==> src/rtl/fpu_wb_pkg.sv <==
package fpu_wb_pkg;
  typedef enum logic [1:0] {
    REG_EMPTY   = 2'b00,
    REG_PENDING = 2'b01,
    REG_WAITING = 2'b10,
    REG_FULL    = 2'b11
  } reg_state_e;
endpackage

==> src/rtl/fpu_wb_word_sel.sv <==
module fpu_wb_word_sel #(
  parameter int WORD_W     = 8,
  parameter int MAX_WORDS  = 4,
  parameter bit BIG_ENDIAN = 1'b0,
  localparam int IDX_W = $clog2(MAX_WORDS),
  localparam int CNT_W = IDX_W + 1,
  localparam int VAL_W = WORD_W * MAX_WORDS
) (
  input  logic [VAL_W-1:0]  value_i,
  input  logic [IDX_W-1:0]  index_i,
  input  logic [CNT_W-1:0]  words_i,
  output logic [WORD_W-1:0] word_o
);
  logic [CNT_W-1:0] eff_idx;
  logic [VAL_W-1:0] shifted;

  generate
    if (BIG_ENDIAN) begin : g_be
      assign eff_idx = words_i - CNT_W'(1) - CNT_W'(index_i);
    end else begin : g_le
      assign eff_idx = CNT_W'(index_i);
    end
  endgenerate

  assign shifted = value_i >> (int'(eff_idx) * WORD_W);
  assign word_o  = shifted[WORD_W-1:0];
endmodule

==> src/rtl/fpu_wb_client_port.sv <==
module fpu_wb_client_port
  import fpu_wb_pkg::*;
#(
  parameter int NUM_PIPES = 3,
  parameter int ADDR_W    = 4,
  parameter int WORD_W    = 8,
  localparam int SEL_W = (NUM_PIPES > 1) ? $clog2(NUM_PIPES) : 1
) (
  input  logic                        clk_i,
  input  logic                        rst_ni,
  input  logic                        en_i,
  input  logic [NUM_PIPES-1:0]        hit_i,
  input  logic [NUM_PIPES*ADDR_W-1:0] addr_i,
  input  logic [NUM_PIPES*WORD_W-1:0] word_i,
  input  logic                        busy_i,
  input  logic [1:0]                  rd_state_i,
  output logic [ADDR_W-1:0]           rd_addr_o,
  output logic                        we_o,
  output logic [ADDR_W-1:0]           wr_addr_o,
  output logic [WORD_W-1:0]           wr_data_o,
  output logic [1:0]                  wr_state_o,
  output logic [NUM_PIPES-1:0]        grant_o
);
  logic             found;
  logic [SEL_W-1:0] sel;
  logic             ready;

  // fixed priority: lowest pipe number
  always_comb begin
    found = 1'b0;
    sel   = '0;
    for (int p = 0; p < NUM_PIPES; p++) begin
      if (hit_i[p] && !found) begin
        found = 1'b1;
        sel   = SEL_W'(p);
      end
    end
  end

  assign ready      = (rd_state_i == REG_PENDING) || (rd_state_i == REG_WAITING);
  assign rd_addr_o  = addr_i[sel*ADDR_W +: ADDR_W];
  assign we_o       = en_i && found && !busy_i && ready;
  assign wr_addr_o  = rd_addr_o;
  assign wr_data_o  = word_i[sel*WORD_W +: WORD_W];
  assign wr_state_o = REG_FULL;
  assign grant_o    = we_o ? (NUM_PIPES'(1) << sel) : '0;

  AST_WE_NEEDS_READY: assert property (@(posedge clk_i) disable iff (!rst_ni)
    we_o |-> (rd_state_i == REG_PENDING || rd_state_i == REG_WAITING));
  AST_WE_PORT_FREE: assert property (@(posedge clk_i) disable iff (!rst_ni)
    we_o |-> !busy_i);
  AST_ONE_GRANT: assert property (@(posedge clk_i) disable iff (!rst_ni)
    $onehot0(grant_o));
  AST_LOWEST_WINS: assert property (@(posedge clk_i) disable iff (!rst_ni)
    (grant_o != '0) |-> ((hit_i & (grant_o - NUM_PIPES'(1))) == '0));
endmodule

==> src/rtl/fpu_wb_arbiter.sv <==
module fpu_wb_arbiter
  import fpu_wb_pkg::*;
#(
  parameter int NUM_PIPES   = 3,
  parameter int NUM_CLIENTS = 2,
  parameter int ADDR_W      = 4,
  parameter int WORD_W      = 8,
  parameter int MAX_WORDS   = 4,
  parameter bit BIG_ENDIAN  = 1'b0,
  localparam int CLIENT_W = $clog2(NUM_CLIENTS),
  localparam int IDX_W    = $clog2(MAX_WORDS),
  localparam int CNT_W    = IDX_W + 1,
  localparam int VAL_W    = WORD_W * MAX_WORDS
) (
  input  logic                            clk_i,
  input  logic                            rst_ni,
  input  logic [NUM_PIPES-1:0]            req_valid_i,
  input  logic [NUM_PIPES*CLIENT_W-1:0]   req_client_i,
  input  logic [NUM_PIPES*ADDR_W-1:0]     req_base_i,
  input  logic [NUM_PIPES*IDX_W-1:0]      req_index_i,
  input  logic [NUM_PIPES*CNT_W-1:0]      req_words_i,
  input  logic [NUM_PIPES*VAL_W-1:0]      req_value_i,
  output logic [NUM_PIPES-1:0]            accept_o,
  input  logic [NUM_CLIENTS-1:0]          rf_busy_i,
  output logic [NUM_CLIENTS*ADDR_W-1:0]   rf_rd_addr_o,
  input  logic [NUM_CLIENTS*2-1:0]        rf_rd_state_i,
  output logic [NUM_CLIENTS-1:0]          rf_we_o,
  output logic [NUM_CLIENTS*ADDR_W-1:0]   rf_wr_addr_o,
  output logic [NUM_CLIENTS*WORD_W-1:0]   rf_wr_data_o,
  output logic [NUM_CLIENTS*2-1:0]        rf_wr_state_o
);
  logic                        en_q;
  logic [NUM_PIPES*ADDR_W-1:0] tgt_addr;
  logic [NUM_PIPES*WORD_W-1:0] tgt_word;
  logic [NUM_PIPES-1:0]        grant_c [NUM_CLIENTS];

  // writes open one edge after reset release
  always_ff @(posedge clk_i or negedge rst_ni) begin
    if (!rst_ni) en_q <= 1'b0;
    else         en_q <= 1'b1;
  end

  generate
    for (genvar p = 0; p < NUM_PIPES; p++) begin : g_pipe
      assign tgt_addr[p*ADDR_W +: ADDR_W] =
        req_base_i[p*ADDR_W +: ADDR_W] + ADDR_W'(req_index_i[p*IDX_W +: IDX_W]);

      fpu_wb_word_sel #(
        .WORD_W    (WORD_W),
        .MAX_WORDS (MAX_WORDS),
        .BIG_ENDIAN(BIG_ENDIAN)
      ) u_sel (
        .value_i(req_value_i[p*VAL_W +: VAL_W]),
        .index_i(req_index_i[p*IDX_W +: IDX_W]),
        .words_i(req_words_i[p*CNT_W +: CNT_W]),
        .word_o (tgt_word[p*WORD_W +: WORD_W])
      );

      AST_ACCEPT_WRITES: assert property (@(posedge clk_i) disable iff (!rst_ni)
        accept_o[p] |-> rf_we_o[req_client_i[p*CLIENT_W +: CLIENT_W]]);
    end

    for (genvar c = 0; c < NUM_CLIENTS; c++) begin : g_client
      logic [NUM_PIPES-1:0] hit;
      always_comb begin
        for (int p = 0; p < NUM_PIPES; p++)
          hit[p] = req_valid_i[p] &&
                   (req_client_i[p*CLIENT_W +: CLIENT_W] == CLIENT_W'(c));
      end

      fpu_wb_client_port #(
        .NUM_PIPES(NUM_PIPES),
        .ADDR_W   (ADDR_W),
        .WORD_W   (WORD_W)
      ) u_port (
        .clk_i     (clk_i),
        .rst_ni    (rst_ni),
        .en_i      (en_q),
        .hit_i     (hit),
        .addr_i    (tgt_addr),
        .word_i    (tgt_word),
        .busy_i    (rf_busy_i[c]),
        .rd_state_i(rf_rd_state_i[c*2 +: 2]),
        .rd_addr_o (rf_rd_addr_o[c*ADDR_W +: ADDR_W]),
        .we_o      (rf_we_o[c]),
        .wr_addr_o (rf_wr_addr_o[c*ADDR_W +: ADDR_W]),
        .wr_data_o (rf_wr_data_o[c*WORD_W +: WORD_W]),
        .wr_state_o(rf_wr_state_o[c*2 +: 2]),
        .grant_o   (grant_c[c])
      );
    end
  endgenerate

  always_comb begin
    accept_o = '0;
    for (int c = 0; c < NUM_CLIENTS; c++) accept_o |= grant_c[c];
  end

  AST_ACCEPT_NEEDS_WE: assert property (@(posedge clk_i) disable iff (!rst_ni)
    (rf_we_o == '0) |-> (accept_o == '0));
endmodule

==> config.mk <==
export PLATFORM = sky130hd
export DESIGN_NAME = fpu_wb_arbiter
export DESIGN_NICKNAME = d
export VERILOG_FILES = /design/src/rtl/fpu_wb_pkg.sv /design/src/rtl/fpu_wb_word_sel.sv /design/src/rtl/fpu_wb_client_port.sv /design/src/rtl/fpu_wb_arbiter.sv
export SDC_FILE = /design/constraint.sdc
export NUM_CORES = 1
export LEC_CHECK = 0
export BUFFER_PORTS_ARGS = -buffer_cell sky130_fd_sc_hd__buf_4
export CAP_MARGIN = 20
export CORE_ASPECT_RATIO = 1.25
export CORE_MARGIN = 5
export CORE_UTILIZATION = 42
export CTS_CLUSTER_SIZE = 28
export DETAILED_ROUTE_END_ITERATION = 10
export PLACE_DENSITY = 0.88
export RECOVER_POWER = 50
export SYNTH_ARGS = -nofsm -noshare
export SYNTH_HDL_FRONTEND = slang
export SYNTH_HIERARCHICAL = 1
export SYNTH_SLANG_ARGS = --single-unit
export TNS_END_PERCENT = 20
==> constraint.sdc <==
create_clock -name clk_i -period 3.3 [get_ports clk_i]
set_input_delay 0 -clock clk_i [delete_from_list [all_inputs] [get_ports clk_i]]
set_output_delay 0 -clock clk_i [all_outputs]
set_load 0.05 [all_outputs]
==> impl_results.md <==
* Post-synthesis cell count at 220
* Commonest non-fill, non-tap cell in the layout: buf_4
* Die X at 72.3 um
* Commonest non-fill, non-tap cells in the layout: buf_4, nor3_2, nor3_1
* Seq/Total Area, Yosys at 1.23%
* GRT Total Usage at 23.5%
* Clk pin slew, worst setup/hold paths at 0 ns
* Net switching power at 0.458 mW
* Endpoint class of the critical path: primary output
* CP delay by family, top: buffers and inverters
* Most frequent CP cell: clkbuf_1
* Slowest cell on the critical path: clkbuf_1
* Max-cap viol count at 0
* Final HPWL DP at 6730 um
* Power per Cell Area at 248 mW/mm^2
* Clock power share at 0%
* Part of the power in registers at 1.8%
* Max frequency at 0.416 GHz
* Port bufs at 164
* Cell variety after synth at 29
* Cts-stage hold buffer count at 1
* Cell Chain, Critical Path: buf_4 -> nor2b_1 -> clkbuf_1 -> nor3_1 -> nor3_2 -> clkbuf_1
* Post-CTS setup buffers at 0
* Cell area after synthesis at 0.00203 mm^2
* NumNets Final at 506
* Switch share at 60.4%
* Flops & latches, synth at 1
* Fin. Hold Viols at 0
* Vias in the first global route at 2536
* Leak at 1.34 nW
* Comb power frac at 98.2%
* Drt first pass iters at 4
* Die Height at 87.8 um
* Final Cycle Share at 72.8%
* Worst slack, placed at 1.62 ns
* Via Count at 2417
* Final Slew Violations at 0
* Ports at 178
* Global-route wire length before repair at 12000 um
* Std-Cell Rows at 28
* Hold WC Path Type: in2async
* Global route overflow at 0
* Power Total at 0.759 mW
* Smallest hold slack at 0.344 ns
* Fill cells at 422
* Number of diodes at 0
* Full die area at 0.00634 mm^2
* Post-CTS resize count at 0
* Biggest register: en_q
* CP Class: in2out
* Least-Margin Pin Slew at 0.974 ns
* Synth Area per Inst at 9.25 um^2
* WP data arrival at 2.40 ns
* GPL Wtd Cong at 0.894
* DR WL/cell at 18.9 um
* Synthesis-to-finish area growth at 50.1%
* Initial antenna violation count at 0
* Biggest registers after layout: en_q: 1 flops
* CP max FO at 16
* RSZ-0062 raised after global routing: false
* TNS Setup at 0 ns
* Final worst setup slack at 0.898 ns
* Worst Path Required at 3.30 ns
* Peak supply drop at 164 uV
* Vias/cell at 5.78
* Share of layout cells above drive strength 1 at 61.7%
* Final setup fails at 0
* Startpoint Class: input port
* Crit path buf inv count at 3
* Critical Path Max Stage Delay at 0.74 ns
* Core ar. at 0.00473 mm^2
* Largest net degree at the start of global routing at 18
* Max reg flops at 1
* Initial DRC Count at 181
* Residual DRC count at 0
* Int Pwr at 0.301 mW
* Initial core utilization at 43.0%
* Post-DRT Antenna Nets at 0
* Tmin final at 2.40 ns
* Status: finished, final reports clean
* Yosys warnings at 6
* Routed WL at 7910 um
* Rel. slew slack at 35.0%
metrics by stage:
stage                     area (um^2)  cells  utilization (%)
after floorplan                  2040    222                -
after global placement           3090    417             65.3
after detailed placement         3090    417             65.3
after CTS                        3100    418             65.5
after global routing             3050    418             64.6
final                            3050    418             64.6
layout make-up:
class	count	area (um^2)	area share, %
Sequential cell	1	25.0	0.819
Multi-Input combinational cell	179	1690	55.3
Tap cell	60	75.1	2.46
Inverter	10	37.5	1.23
Timing Repair Buffer	168	1230	40.1
layer usage:
layer / vias up / routed length (um) / GRT usage, %
met2: 115 / 4580 / 47.9
met5: - / 0 / 0
li1: 1109 / - / -
met1: 1185 / 2640 / 26.0
met3: 8 / 600 / 3.21
met4: 0 / 92 / 2.22
power by group through the flow:
stage	Sequential (mW)	Combinational [mW]	Clock (mW)
after floorplan	0.0134	0.528	0
after global placement	0.0134	0.742	0
after detailed placement	0.0135	0.756	0
after CTS	0.0135	0.758	0
after global routing	0.0135	0.786	0
final	0.0135	0.745	0
cell usage after synthesis:
cell type	count	area share, %
xor2_1	3	1.3
ha_1	6	3.7
buf_6	11	6.1
dfrtp_1	1	1.2
fa_1	3	3.0
nand2b_4	2	1.4
nor2b_1	3	0.92
clkbuf_2	3	0.74
buf_8	2	1.5
xnor2_1	2	0.86
a21oi_1	3	0.74
clkbuf_4	2	0.74
buf_4	12	4.4
conb_1	3	0.55
nor3_2	38	19
mux4_2	24	27
and2_1	3	0.92
nand2b_2	2	0.86
nor2_1	6	1.1
nor3_1	38	9.3
or2_1	3	0.92
a21boi_1	3	1.1
buf_2	2	0.49
nand3b_1	2	0.74
nand3_1	3	0.74
inv_1	10	1.8
o2bb2ai_1	3	1.3
nand2b_1	3	0.92
o22ai_1	24	7.4
logic make-up after synthesis:
group	synth area share, %
compound gates	10.5
xor+xnor	2.15
fa+ha+maj	6.64
buf+inv	15.8
flops	1.23
mux	26.6
other cells	0.553
simple gates	36.5
path summary, 6_finish.rpt:
kind | from | end | slack [ns] | cells after the start
max in group asynchronous | rst_ni | en_q | 2.87 | 2
worst max-delay path | req_client_i[1] | rf_wr_data_o[6] | 0.90 | 6
min in group clk_i | rf_busy_i[1] | rf_we_o[1] | 0.52 | 4
worst min-delay path | rst_ni | en_q | 0.34 | 2
Power figures use the tool's default switching activity.
